==> src/rtl/lin_fseq_pkg.sv <==
package lin_fseq_pkg;
  localparam int unsigned NSTATE = 8;
  localparam int unsigned SEL_W  = $clog2(NSTATE);

  // bit index of each phase in the one-hot vector
  localparam int unsigned B_IDLE = 0;
  localparam int unsigned B_BRK  = 1;
  localparam int unsigned B_SYN  = 2;
  localparam int unsigned B_PID  = 3;
  localparam int unsigned B_DAT  = 4;
  localparam int unsigned B_CKS  = 5;
  localparam int unsigned B_RSP  = 6;
  localparam int unsigned B_DON  = 7;

  typedef logic [NSTATE-1:0] svec_t;

  localparam svec_t IDLE_VEC = svec_t'(1) << B_IDLE;
endpackage

==> src/rtl/lin_fseq_count.sv <==
module lin_fseq_count #(
  parameter int unsigned MAX_BYTES = 8,
  localparam int unsigned LEN_W = $clog2(MAX_BYTES)
) (
  input  logic             clk,
  input  logic             rst,
  input  logic             in_idle,
  input  logic             in_data,
  input  logic             start_req,
  input  logic             byte_done,
  input  logic [LEN_W-1:0] len_in,
  input  logic             dir_in,
  output logic             last_byte,
  output logic             dir_q
);
  logic [LEN_W-1:0] len_q;
  logic [LEN_W-1:0] cnt_q;

  always_ff @(posedge clk) begin
    if (rst) begin
      len_q <= '0;
      cnt_q <= '0;
      dir_q <= 1'b0;
    end else if (in_idle && start_req) begin
      len_q <= len_in;
      dir_q <= dir_in;
      cnt_q <= '0;
    end else if (in_data && byte_done) begin
      cnt_q <= cnt_q + 1'b1;
    end
  end

  assign last_byte = (cnt_q == len_q);
endmodule

==> src/rtl/lin_fseq_next.sv <==
module lin_fseq_next
  import lin_fseq_pkg::*;
(
  input  svec_t cur,
  input  logic  start_req,
  input  logic  byte_done,
  input  logic  last_byte,
  input  logic  dir_q,
  output svec_t nxt
);
  always_comb begin
    nxt = '0;
    nxt[B_IDLE] = (cur[B_IDLE] & ~start_req) | cur[B_DON];
    nxt[B_BRK]  = (cur[B_IDLE] & start_req) | (cur[B_BRK] & ~byte_done);
    nxt[B_SYN]  = (cur[B_BRK] & byte_done) | (cur[B_SYN] & ~byte_done);
    nxt[B_PID]  = (cur[B_SYN] & byte_done) | (cur[B_PID] & ~byte_done);
    nxt[B_DAT]  = (cur[B_PID] & byte_done) | (cur[B_DAT] & ~(byte_done & last_byte));
    nxt[B_CKS]  = (cur[B_DAT] & byte_done & last_byte) | (cur[B_CKS] & ~byte_done);
    nxt[B_RSP]  = (cur[B_CKS] & byte_done & dir_q) | (cur[B_RSP] & ~byte_done);
    nxt[B_DON]  = (cur[B_CKS] & byte_done & ~dir_q) | (cur[B_RSP] & byte_done);
  end
endmodule

==> src/rtl/lin_fseq_legal.sv <==
module lin_fseq_legal #(
  parameter int unsigned W = 8,
  localparam int unsigned CW = $clog2(W + 1)
) (
  input  logic [W-1:0] vec,
  output logic         illegal
);
  logic [CW-1:0] ones;

  always_comb begin
    ones = '0;
    for (int i = 0; i < W; i++) begin
      ones = ones + CW'(vec[i]);
    end
    illegal = (ones != CW'(1));
  end
endmodule

==> src/rtl/lin_frame_seq.sv <==
module lin_frame_seq
  import lin_fseq_pkg::*;
#(
  parameter int unsigned MAX_BYTES = 8
) (
  input  logic                         clk,
  input  logic                         rst,
  input  logic                         start_req,
  input  logic                         byte_done,
  input  logic [$clog2(MAX_BYTES)-1:0] data_len,
  input  logic                         resp_dir,
  input  logic                         err_clr,
  input  logic                         inj_en,
  input  logic [SEL_W-1:0]             inj_sel,
  output logic [NSTATE-1:0]            state_en,
  output logic                         frame_done,
  output logic                         err_flag
);
  svec_t st_q, st_nxt, st_d, inj_mask;
  logic  illegal, last_byte, dir_q;

  lin_fseq_count #(.MAX_BYTES(MAX_BYTES)) u_cnt (
    .clk       (clk),
    .rst       (rst),
    .in_idle   (st_q[B_IDLE]),
    .in_data   (st_q[B_DAT]),
    .start_req (start_req),
    .byte_done (byte_done),
    .len_in    (data_len),
    .dir_in    (resp_dir),
    .last_byte (last_byte),
    .dir_q     (dir_q)
  );

  lin_fseq_next u_next (
    .cur       (st_q),
    .start_req (start_req),
    .byte_done (byte_done),
    .last_byte (last_byte),
    .dir_q     (dir_q),
    .nxt       (st_nxt)
  );

  lin_fseq_legal #(.W(NSTATE)) u_legal (
    .vec     (st_q),
    .illegal (illegal)
  );

  assign inj_mask = inj_en ? (svec_t'(1) << inj_sel) : '0;
  assign st_d     = (illegal ? IDLE_VEC : st_nxt) ^ inj_mask;

  always_ff @(posedge clk) begin
    if (rst) begin
      st_q     <= IDLE_VEC;
      err_flag <= 1'b0;
    end else begin
      st_q <= st_d;
      if (illegal)      err_flag <= 1'b1;
      else if (err_clr) err_flag <= 1'b0;
    end
  end

  assign state_en   = st_q;
  assign frame_done = st_q[B_DON];
endmodule

==> config.mk <==
export PLATFORM = sky130hd
export DESIGN_NAME = lin_frame_seq
export DESIGN_NICKNAME = d
export VERILOG_FILES = /design/src/rtl/lin_fseq_pkg.sv /design/src/rtl/lin_fseq_count.sv /design/src/rtl/lin_fseq_next.sv /design/src/rtl/lin_fseq_legal.sv /design/src/rtl/lin_frame_seq.sv
export SDC_FILE = /design/constraint.sdc
export NUM_CORES = 1
export LEC_CHECK = 0
export BUFFER_PORTS_ARGS = -buffer_cell sky130_fd_sc_hd__buf_2
export CELL_PAD_IN_SITES_DETAIL_PLACEMENT = 1
export CELL_PAD_IN_SITES_GLOBAL_PLACEMENT = 2
export CORE_MARGIN = 5
export CORE_UTILIZATION = 34
export DETAILED_ROUTE_END_ITERATION = 12
export PLACE_DENSITY = 0.84
export SLEW_MARGIN = 20
export SYNTH_ARGS = -nofsm -noshare
export SYNTH_HDL_FRONTEND = slang
export SYNTH_SLANG_ARGS = --single-unit
==> constraint.sdc <==
create_clock -name clk -period 7.45 [get_ports clk]
set_clock_uncertainty 0.1 [all_clocks]
set_input_delay 1.49 -clock clk [delete_from_list [all_inputs] [get_ports clk]]
set_output_delay 1.49 -clock clk [all_outputs]
set_load 0.01 [all_outputs]
**Word-level counts from Yosys, hierarchy flattened**

Index checks and enable logic that the tools add are counted.

- Bits in registers: 16
- Bits in latches: 0
- Output and inout bits: 10
- Memory bits (read-only): 0
- Input port bits: 13
- Logic and storage cells: 55
- RAM bits: 0
- Memories: 0

- Shift operators: 1
- $mul: 0
- Equality and inequality tests: 2
- Magnitude comparators: 0
- Div/mod/pow operators: 0
- Reductions and logical operators: 4
- Multiplexer cells: 4
- Bitwise gates (word level): 31
- Add/sub/neg operators: 8

Operators with widths:

| cell | number |
|---|---|
| $add 4x1->4 | 6 |
| $and 1x1->1 | 18 |
| $mux 8 | 2 |
| $or 1x1->1 | 8 |
| $shl 1x3->8 const A | 1 |
| $xor 8x8->8 | 1 |
| $ne 4x1->1 const B | 1 |
| $not 1->1 | 4 |
| $add 3x1->3 const B | 1 |
| $eq 3x3->1 | 1 |
| $add 1x1->2 | 1 |
| $logic_and 1x1->1 | 2 |
| $mux 1 | 2 |
| $reduce_bool 2->1 | 1 |
| $reduce_or 2->1 | 1 |

**Logic depth before layout (Yosys ltp)**

Gate-level depths: netlist of the first run.

- Word-level depth: 10
- Mapped depth: 12
- Gate-level depth less buffers: 11

**Cells and area by module**

Synthesis of the first run repeated with hierarchy kept, for this count alone.

- Cells, all modules: 126
- Area, all modules: 1,076.0 µm²

By module, submodules not included:

| module | sequential area each (µm²) | area each (µm²) | cells each | instances |
|---|---|---|---|---|
| lin_frame_seq | 180.2 | 446.7 | 48 | 1 |
| lin_fseq_count | 140.1 | 300.3 | 35 | 1 |
| lin_fseq_legal | 0.0 | 209.0 | 25 | 1 |
| lin_fseq_next | 0.0 | 120.1 | 18 | 1 |

**Least setup slack after synthesis of the first run**

No wires, ideal clock.

- Kind: flip-flop to flip-flop
- Start point: reg st_q[1] (netlist: state_en[1])
- End point: reg st_q[4] (netlist: state_en[4])
- Path buffers: 0
- Path slack: 3.848 ns
- Cell stages (with the launch flop): 11
- Clock period less this slack: 3.602 ns
- Required time: 7.229 ns
- Data arrival time: 3.381 ns
- Path through: dfxtp_1 > ha_1 > inv_1 > fa_1 > fa_1 > fa_1 > fa_1 > nor3b_2 > a31oi_4 > a311oi_1 > mux2_2

- Longest elaborated chain between the ends: 10

Ends and longest elaborated chain:

| element | line | source |
|---|---|---|
| start, declared | lin_frame_seq.sv:19 | `svec_t st_q, st_nxt, st_d, inj_mask;` |
| start signal, assigned | lin_frame_seq.sv:57 | `st_q <= st_d;` |
| $add 1x1->2 | lin_fseq_legal.sv:13 | `ones = ones + CW'(vec[i]);` |
| $add 4x1->4 (6 in series) | lin_fseq_legal.sv:13 |  |
| $ne 4x1->1 | lin_fseq_legal.sv:15 | `illegal = (ones != CW'(1));` |
| $mux 8 | lin_frame_seq.sv:50 | `assign st_d = (illegal ? IDLE_VEC : st_nxt) ^ inj_mask;` |
| $xor 8x8->8 | lin_frame_seq.sv:50 |  |

Every way passes these cells.
A chain may end at the register's enable or synchronous reset.

**Worst setup path in the final report of the first run**

- Start point: reg st_q[0] (netlist: state_en[0])
- End point: reg st_q[4] (netlist: state_en[4])

The elaborated chain is that of the path after synthesis.

==> results of run 1 <==
[cells by family (layout without fill, tap and decap cells)]
group / Yosys count / count (layout) / share of synthesized area (%)
buffers and inverters: 21 / 38 / 9.08
AO/OA/AOI/OAI: 32 / 32 / 21.6
flip-flops: 16 / 16 / 29.4
adder cells (fa/ha/maj): 8 / 8 / 12.0
AND/OR/NAND/NOR: 38 / 38 / 20.1
XOR/XNOR: 5 / 5 / 4.02
multiplexers: 4 / 4 / 3.79
[path summary, 6_finish.rpt]
kind | start | to | slack [ns] | depth (start not counted)
worst max-delay path | state_en[0] | state_en[4] | 3.58 | 10
worst min-delay path | err_flag | err_flag | 0.38 | 2
worst max register to register | state_en[0] | state_en[4] | 3.58 | 10
worst min register to register | err_flag | err_flag | 0.38 | 2
[power groups by stage]
stage	clock network [mW]	registers, mW	logic, mW
4_1_cts	0.0642	0.109	0.217
3_3_place_gp	0	0.110	0.203
6_report	0.0611	0.109	0.213
5_1_grt	0.0655	0.111	0.244
3_5_place_dp	0	0.111	0.216
2_1_floorplan	0	0.112	0.179
[cells in the final DEF (no fill, tap or decap), types with 2 or more instances in the layout]
master / count
o2111ai_1: 2
nor2_1: 2
inv_1: 12
ha_1: 4
nand3_1: 3
a311o_1: 2
dfxtp_1: 16
nand2b_1: 3
clkbuf_4: 3
a211o_2: 2
buf_2: 22
mux2i_1: 3
o21ai_0: 2
fa_1: 4
and4_1: 2
nand2_1: 11
xor2_1: 5
nor2b_1: 5
a21oi_1: 13
o211ai_1: 2
nor3_1: 4
[tightest hold or removal path, cell delays in order, from the launching register on]
cell	delay, ns
dfxtp_1	0.33
nand2b_1	0.06
a21oi_1	0.06
[metrics by stage]
| step | util, % | hold slack [ns] | total power [mW] | std cells | setup slack [ns] |
|---|---|---|---|---|---|
| 2_1_floorplan | - | 0.345 | 0.291 | 124 | 3.85 |
| 6_report | 40.5 | 0.384 | 0.383 | 185 | 3.58 |
| 3_3_place_gp | 39.3 | 0.358 | 0.314 | 181 | 3.71 |
| 3_5_place_dp | 39.3 | 0.363 | 0.327 | 181 | 3.59 |
| 4_1_cts | 40.5 | 0.379 | 0.390 | 185 | 3.56 |
| 5_1_grt | 40.5 | 0.407 | 0.420 | 185 | 3.35 |
[layout make-up]
| type | count | area, µm² |
|---|---|---|
| clock buffers | 4 | 36.3 |
| inverters | 12 | 45.0 |
| multi-input cells | 87 | 669 |
| well taps | 44 | 55.1 |
| fillers | 390 | 1820 |
| flip-flops and latches | 16 | 320 |
| repair buffers | 22 | 110 |
[per-layer routing]
| metal | track usage, % | wire length (µm) | vias to the layer above |
|---|---|---|---|
| li1 | - | - | 472 |
| met1 | 17.4 | 1320 | 455 |
| met2 | 24.1 | 1350 | 13 |
| met3 | 2.02 | 112 | 4 |
| met4 | 6.09 | 42 | 0 |
| met5 | 0 | 0 | - |
[sequential cells by signal, indices dropped and copies added (netlist names)]
name / count
err_flag: 1
state_en: 8
u_cnt.dir_q: 1
u_cnt.cnt_q: 3
u_cnt.len_q: 3
==> impl_metrics.env, run 1 <==
export IMPL_status="finished, final reports clean"
export IMPL_cts_repair_resized=0
export IMPL_combPwrFrac_pct=55.6
export IMPL_vias=944
export IMPL_p_sw_share_pct=43.6
export IMPL_die_x_um=66.6
export IMPL_dr_pass1_iters=3
export IMPL_rsz0062_at_grt="false"
export IMPL_grt_pass1_vias=981
export IMPL_grt_max_degree=17
export IMPL_peakVddDrop_mv=0.117
export IMPL_worstPathMaxFanout=13
export IMPL_crit_path_start_kind="flip-flop"
export IMPL_drc_errors=0
export IMPL_ys_flop_type="dfxtp_1"
export IMPL_start_util_pct=35.7
export IMPL_htreeDepth=1
export IMPL_yosysMostFrequentCell="dfxtp_1"
export IMPL_clock_sinks=16
export IMPL_netlist_area_um2=1090
export IMPL_async_flop_share_pct=0
export IMPL_hold_viol=0
export IMPL_grt_pass1_wl_um=4800
export IMPL_root_buffer="clkbuf_4"
export IMPL_postSynthCellCount=124
export IMPL_fmax_mhz=258
export IMPL_ant_nets=0
export IMPL_clockBufferDepth=2
export IMPL_syn_to_final_growth_pct=13.6
export IMPL_worst_pin_slew_ns=0.551
export IMPL_dpl_hpwl_um=2230
export IMPL_die_height_um=66.6
export IMPL_setup_tns_ns=0
export IMPL_crit_path_frequent_cell="fa_1"
export IMPL_wl_per_cell_um=15.3
export IMPL_synth_largest_area_cell="dfxtp_1"
export IMPL_pwr_density_cell_nw_per_um2=310
export IMPL_crit_family="adder cells"
export IMPL_drive_above_1_share_pct=24.1
export IMPL_synth_seq_cells=16
export IMPL_die_area_um2=4430
export IMPL_gp_congestion=0.812
export IMPL_final_area_um2=1240
export IMPL_arrival_ns=3.97
export IMPL_diodes=0
export IMPL_ys_types=42
export IMPL_worstSetupPathType="flip-flop to flip-flop"
export IMPL_postSynthAreaPerCell_um2=8.78
export IMPL_placed_area_um2=1200
export IMPL_max_slew_margin_pct=63.2
export IMPL_max_cap_violations=0
export IMPL_switchingPower_mw=0.167
export IMPL_syn_num_nets=145
export IMPL_yosysSeqAreaShare_pct=29.4
export IMPL_setup_viol=0
export IMPL_placementRows=20
export IMPL_critPathCaptureType="flip-flop"
export IMPL_port_buffers=22
export IMPL_first_iter_violations=21
export IMPL_finalMaxSlewViolations=0
export IMPL_numCtsBuffers=3
export IMPL_worstPathRequired_ns=7.55
export IMPL_cts_tree="done"
export IMPL_nets=163
export IMPL_p_seq_share_pct=28.4
export IMPL_synthTopCellsByArea="dfxtp_1, fa_1, a21oi_1"
export IMPL_holdCritPathClass="flip-flop to flip-flop"
export IMPL_crit_path_top_delay_cell="fa_1"
export IMPL_path_cells="ha_1 -> inv_1 -> fa_1 -> fa_1 -> fa_1 -> fa_1 -> nor3b_2 -> a31oi_4 -> a311oi_1 -> mux2_2"
export IMPL_clk_pin_slew_ns=0.10
export IMPL_p_int_mw=0.216
export IMPL_crit_path_max_incr_delay_ns=0.51
export IMPL_overflow=0
export IMPL_leakage_nw=0.536
export IMPL_synth_edf_count=0
export IMPL_yosys_top_cells_count="dfxtp_1, a21oi_1, inv_1, nand2_1"
export IMPL_vias_per_cell=5.10
export IMPL_cts_hold_buf=0
export IMPL_cts_setup_buffers=0
export IMPL_yosysWarnings=0
export IMPL_core_area_um2=3050
export IMPL_drt_wl_total_um=2830
export IMPL_layout_min_cycle_time_ns=3.87
export IMPL_antenna_found_initial=0
export IMPL_yosysTopAreaCellShare_pct=29.4
export IMPL_pwr_share_clk_pct=16.0
export IMPL_path_buf_inv=1
export IMPL_clk_latency_ns=0.30
export IMPL_ioPinCount=23
export IMPL_grt_use_total_pct=14.1
export IMPL_timing_final_crit_share_pct=52.0
(Power assumes the default switching activity.)
==> run 2: changes to the inputs <==
CORE_UTILIZATION = 31   (was 34)
PLACE_DENSITY = 0.77   (was 0.84)
clock period = 3.8 ns   (was 7.45 ns; I/O delays follow)
==> run 2 against run 1 <==
  * Critical path depth unchanged
  * Via count increased by 1.7%
  * Flip-flop and latch count unchanged
  * Core utilization decreased by 2.7 points
  * Register-to-register slack got worse by 3.5 ns
  * Sequential power increased by 98%
  * Worst hold slack got worse by 0.011 ns
  * Sequential share of layout area decreased by 0.52 points
  * Global-route usage decreased by 1.3 points
  * Cell area increased by 2.8%
  * Die area increased by 8.2%
  * Power increased by 120%
  * Largest cell class unchanged
==> impl_metrics.env, run 2 (synthesis gave the netlist of run 1 again) <==
export IMPL_status="finished, final reports clean"
export IMPL_final_cell_mix="buf_2, dfxtp_1, a21oi_1"
export IMPL_final_util_pct=37.8
export IMPL_die_area_um2=4800
export IMPL_worst_pin_slew_ns=0.542
export IMPL_worstHoldPathCells=2
export IMPL_nets=165
export IMPL_dpl_hpwl_um=2240
export IMPL_whs_ns=0.373
export IMPL_reg2reg_from="state_en[0]"
export IMPL_max_cap_violations=0
export IMPL_port_buffers=22
export IMPL_holdPathEnd="err_flag"
export IMPL_antenna_found_initial=0
export IMPL_critPathCaptureType="flip-flop"
export IMPL_wl_per_cell_um=15.5
export IMPL_hold_viol=0
export IMPL_crit_family="adder cells"
export IMPL_grt_use_total_pct=12.8
export IMPL_first_iter_violations=8
export IMPL_r2r_end="state_en[4]"
export IMPL_worstSetupPathType="flip-flop to flip-flop"
export IMPL_gp_congestion=0.758
export IMPL_crit_path_top_delay_cell="fa_1"
export IMPL_grt_max_degree=17
export IMPL_rrSetupSlack_ns=0.12
export IMPL_cts_tree="done"
export IMPL_path_cells="ha_1 -> inv_1 -> fa_1 -> fa_1 -> fa_2 -> fa_1 -> nor3b_4 -> a31oi_4 -> a311oi_2 -> mux2_2"
export IMPL_crit_path_max_incr_delay_ns=0.51
export IMPL_syn_to_final_growth_pct=16.8
export IMPL_clockBufferDepth=2
export IMPL_pwr_density_cell_nw_per_um2=665
export IMPL_path_buf_inv=1
export IMPL_root_buffer="clkbuf_4"
export IMPL_ioPinCount=23
export IMPL_reg2reg_depth=10
export IMPL_dr_pass1_iters=4
export IMPL_timing_final_crit_share_pct=96.9
export IMPL_grt_pass1_vias=1060
export IMPL_multi_input_area_um2=684
export IMPL_diodes=0
export IMPL_fmax_mhz=271
export IMPL_hp_start="err_flag"
export IMPL_worstPathRequired_ns=3.89
export IMPL_fill_cells=443
export IMPL_peakVddDrop_mv=0.237
export IMPL_ant_nets=0
export IMPL_setup_viol=0
export IMPL_core_area_um2=3360
export IMPL_crit_path_start_kind="flip-flop"
export IMPL_vias=960
export IMPL_final_common_cell="buf_2"
export IMPL_vias_per_cell=5.08
export IMPL_clk_pin_slew_ns=0.11
export IMPL_arrival_ns=3.78
export IMPL_die_x_um=69.3
export IMPL_rsz0062_at_grt="true"
export IMPL_drc_errors=0
export IMPL_die_height_um=69.3
export IMPL_max_slew_margin_pct=63.8
export IMPL_layout_area_seq_um2=323
export IMPL_overflow=0
export IMPL_numCtsBuffers=3
export IMPL_htreeDepth=1
export IMPL_holdCritPathClass="flip-flop to flip-flop"
export IMPL_crit_path_frequent_cell="fa_1"
export IMPL_grt_pass1_wl_um=4910
export IMPL_worstPathMaxFanout=5
export IMPL_drive_above_1_share_pct=28.0
export IMPL_crit_start="state_en[0]"
export IMPL_clock_sinks=16
export IMPL_drt_wl_total_um=2940
export IMPL_clk_latency_ns=0.30
export IMPL_finalMaxSlewViolations=0
export IMPL_placementRows=21
export IMPL_largest_reg_flops=8
export IMPL_start_util_pct=32.4
export IMPL_layout_min_cycle_time_ns=3.68
export IMPL_leakage_nw=0.548
==> run 2: cell types whose count changed in the layout (fill, tap and decap cells not counted), sizes merged <==
cell,previous run,this run
buf,22,24
==> run 2: layer usage <==
layer  vias up  global-route usage [%]  part of all wire [%]
met5         -                       0                     0
met4         0                    5.64                   1.4
met3         5                    2.75                   3.9
met2        16                    23.0                    51
met1       462                    14.3                    44
li1        477                       -                     -
==> run 2: power by group <==
| group | total [mW] | internal [mW] | switching (mW) |
|---|---|---|---|
| logic | 0.510 | 0.239 | 0.270 |
| registers | 0.216 | 0.194 | 0.0220 |
| clock network | 0.120 | 0.0584 | 0.0615 |
| total | 0.845 | 0.492 | 0.354 |
==> run 2: cell type report <==
class | instances | share of cell area [%]
Tap cell | 46 | 4.53
Inverter | 12 | 3.54
Timing Repair Buffer | 24 | 9.84
Clock buffer | 4 | 2.85
Multi-Input combinational cell | 87 | 53.8
Sequential cell | 16 | 25.4
==> run 2: how the worst max path moves through the flow <==
stage	end	slack [ns]	cells after the start
global route	state_en[1]	-0.02	11
detailed placement	state_en[4]	0.01	10
CTS	state_en[4]	0.01	10
floorplan	state_en[4]	0.20	10
global placement	state_en[4]	0.15	10
finish	state_en[4]	0.12	10
==> run 2: stage by stage <==
stage	instance area [µm²]	setup slack (ns)	cells	power, mW	TNS [ns]
final	1270	0.116	189	0.845	0
after global routing	1270	-0.0232	189	0.911	-0.0600
after CTS	1250	0.0106	188	0.811	0
after detailed placement	1210	0.0117	184	0.664	0
after global placement	1210	0.146	184	0.645	0
after floorplan	1090	0.198	124	0.571	0
==> run 2: repair_timing <==
action,4_1_cts,5_1_grt
setup endpoints to repair,1,7
hold buffers,0,0
pin swaps,0,1
buffers inserted,0,1
resized for setup,1,4
==> run 2: worst register-to-register path: stages, from the launching register on <==
cell and delay, ns:
dfxtp_2 0.36, ha_1 0.27, inv_1 0.05, fa_1 0.51
fa_1 0.44, fa_2 0.37, fa_1 0.51, nor3b_4 0.25
a31oi_4 0.15, a311oi_2 0.22, mux2_2 0.36
==> run 3: changes to the inputs <==
CORE_MARGIN = 3   (was 5)
==> run 3 against run 2 <==
  * Power shrank 1.4%
  * Worst hold slack gained 0.0011 ns
  * Flip-flop and latch count unchanged
  * Count of clock-buffer cells in the layout unchanged
  * Routed wire length shrank 4.4%
  * Via count increased by 0.42%
  * Critical path type unchanged
  * Critical endpoint unchanged
==> impl_metrics.env, run 3 (synthesis gave the netlist of run 1 again) <==
export IMPL_overflow=0
export IMPL_drt_wl_total_um=2810
export IMPL_clockBufferDepth=2
export IMPL_gp_congestion=0.716
export IMPL_start_util_pct=34.0
export IMPL_pre_cts_ws_ns=0.0110
export IMPL_grt_use_total_pct=14.4
export IMPL_reg2reg_depth=10
export IMPL_arrival_ns=3.76
export IMPL_cts_tree="done"
export IMPL_fmax_mhz=273
export IMPL_drc_errors=0
export IMPL_ioPinCount=23
export IMPL_worstHoldPathCells=2
export IMPL_vias_per_cell=5.16
export IMPL_critPathCaptureType="flip-flop"
export IMPL_core_area_um2=3200
export IMPL_ant_nets=0
export IMPL_dr_pass1_iters=4
export IMPL_leakage_nw=0.548
export IMPL_path_buf_inv=1
export IMPL_nets=165
export IMPL_final_common_cell="buf_2"
export IMPL_placementRows=20
export IMPL_cp_num_cells=10
export IMPL_vias=964
export IMPL_worstSetupPathType="flip-flop to flip-flop"
export IMPL_die_height_um=65.3
export IMPL_timing_final_crit_share_pct=96.5
export IMPL_crit_path_start_kind="flip-flop"
export IMPL_worstPathMaxFanout=5
export IMPL_rsz0062_at_grt="false"
export IMPL_path_cells="ha_1 -> inv_1 -> fa_1 -> fa_1 -> fa_2 -> fa_1 -> nor3b_4 -> a31oi_4 -> a311oi_1 -> mux2_2"
export IMPL_max_slew_margin_pct=63.5
export IMPL_numCtsBuffers=3
export IMPL_grt_max_degree=17
export IMPL_setup_viol=0
export IMPL_clock_sinks=16
export IMPL_holdCritPathClass="flip-flop to flip-flop"
export IMPL_grt_pass1_vias=966
export IMPL_first_iter_violations=35
export IMPL_dpl_hpwl_um=2270
export IMPL_wl_per_cell_um=15.0
export IMPL_layout_min_cycle_time_ns=3.67
export IMPL_die_x_um=65.3
export IMPL_fill_cells=404
export IMPL_syn_to_final_growth_pct=16.4
export IMPL_setup_ws_ns=0.134
export IMPL_crit_path_frequent_cell="fa_1"
export IMPL_crit_family="adder cells"
export IMPL_status="finished, final reports clean"
export IMPL_htreeDepth=1
export IMPL_clk_pin_slew_ns=0.10
export IMPL_final_cell_mix="buf_2, dfxtp_1, a21oi_1"
export IMPL_crit_path_top_delay_cell="fa_1"
export IMPL_diodes=0
export IMPL_max_cap_violations=0
export IMPL_worst_pin_slew_ns=0.546
export IMPL_hold_viol=0
export IMPL_grt_pass1_wl_um=4770
export IMPL_drive_above_1_share_pct=27.3
export IMPL_largest_reg_flops=8
export IMPL_finalMaxSlewViolations=0
export IMPL_setup_tns_ns=0
export IMPL_worstPathRequired_ns=3.90
export IMPL_port_buffers=22
export IMPL_peakVddDrop_mv=0.272
export IMPL_crit_path_max_incr_delay_ns=0.52
export IMPL_die_area_um2=4260
export IMPL_clk_latency_ns=0.30
export IMPL_root_buffer="clkbuf_4"
export IMPL_antenna_found_initial=0
export IMPL_pwr_density_cell_nw_per_um2=658
[run 3: cell counts in the layout (fill, tap and decap cells not counted)]
No cell type changed its count.
[run 3: area by class of cell]
cell class	count	area (µm²)	share of cell area (%)
clock buffer	4	36.3	2.86
inverter	12	45.0	3.55
multi-input combinational	87	684	54.0
tap	44	55.1	4.34
sequential	16	322	25.4
timing repair buffer	24	125	9.87
[run 3: power breakdown]
part	internal [mW]	leakage [nW]	switching (mW)	total (mW)
sequential	0.193	0.130	0.0211	0.214
combinational	0.240	0.397	0.261	0.501
clock	0.0585	0.0210	0.0599	0.118
total	0.491	0.548	0.342	0.833
[run 3: per-stage QoR]
step	utilization [%]	instance area [µm²]	instances	power, mW	hold WS, ns
floorplan	-	1090	124	0.571	0.345
global placement	37.7	1210	182	0.643	0.358
detailed placement	37.7	1210	182	0.662	0.364
CTS	38.8	1240	186	0.783	0.379
global route	39.6	1270	187	0.907	0.431
finish	39.6	1270	187	0.833	0.375
[run 3: repair_timing]
item,CTS,global route
hold buffers,0,0
gates resized for setup,0,5
endpoints found under the hold margin,0,0
endpoints found under the setup margin,0,7
setup buffers,0,1
[run 3: final timing paths]
check                   start     endpoint  slack [ns]
setup / recovery  state_en[1]  state_en[4]        0.13
setup reg to reg  state_en[1]  state_en[4]        0.13
hold reg to reg      err_flag     err_flag        0.37
hold / removal       err_flag     err_flag        0.37
[run 3: layer usage]
metal / part of all wire (%) / global-route usage [%] / wire length (µm) / vias to the layer above
met5: 0 / 0 / 0 / -
met4: 1.0 / 3.89 / 29 / 0
met3: 4.6 / 3.76 / 130 / 4
met2: 46 / 23.1 / 1300 / 18
met1: 48 / 19.0 / 1350 / 460
li1: - / - / - / 482
[run 3: tightest hold or removal path, stage by stage, from the launching register on]
cell,delay (ns)
dfxtp_1,0.32
nand2b_1,0.06
a21oi_1,0.05
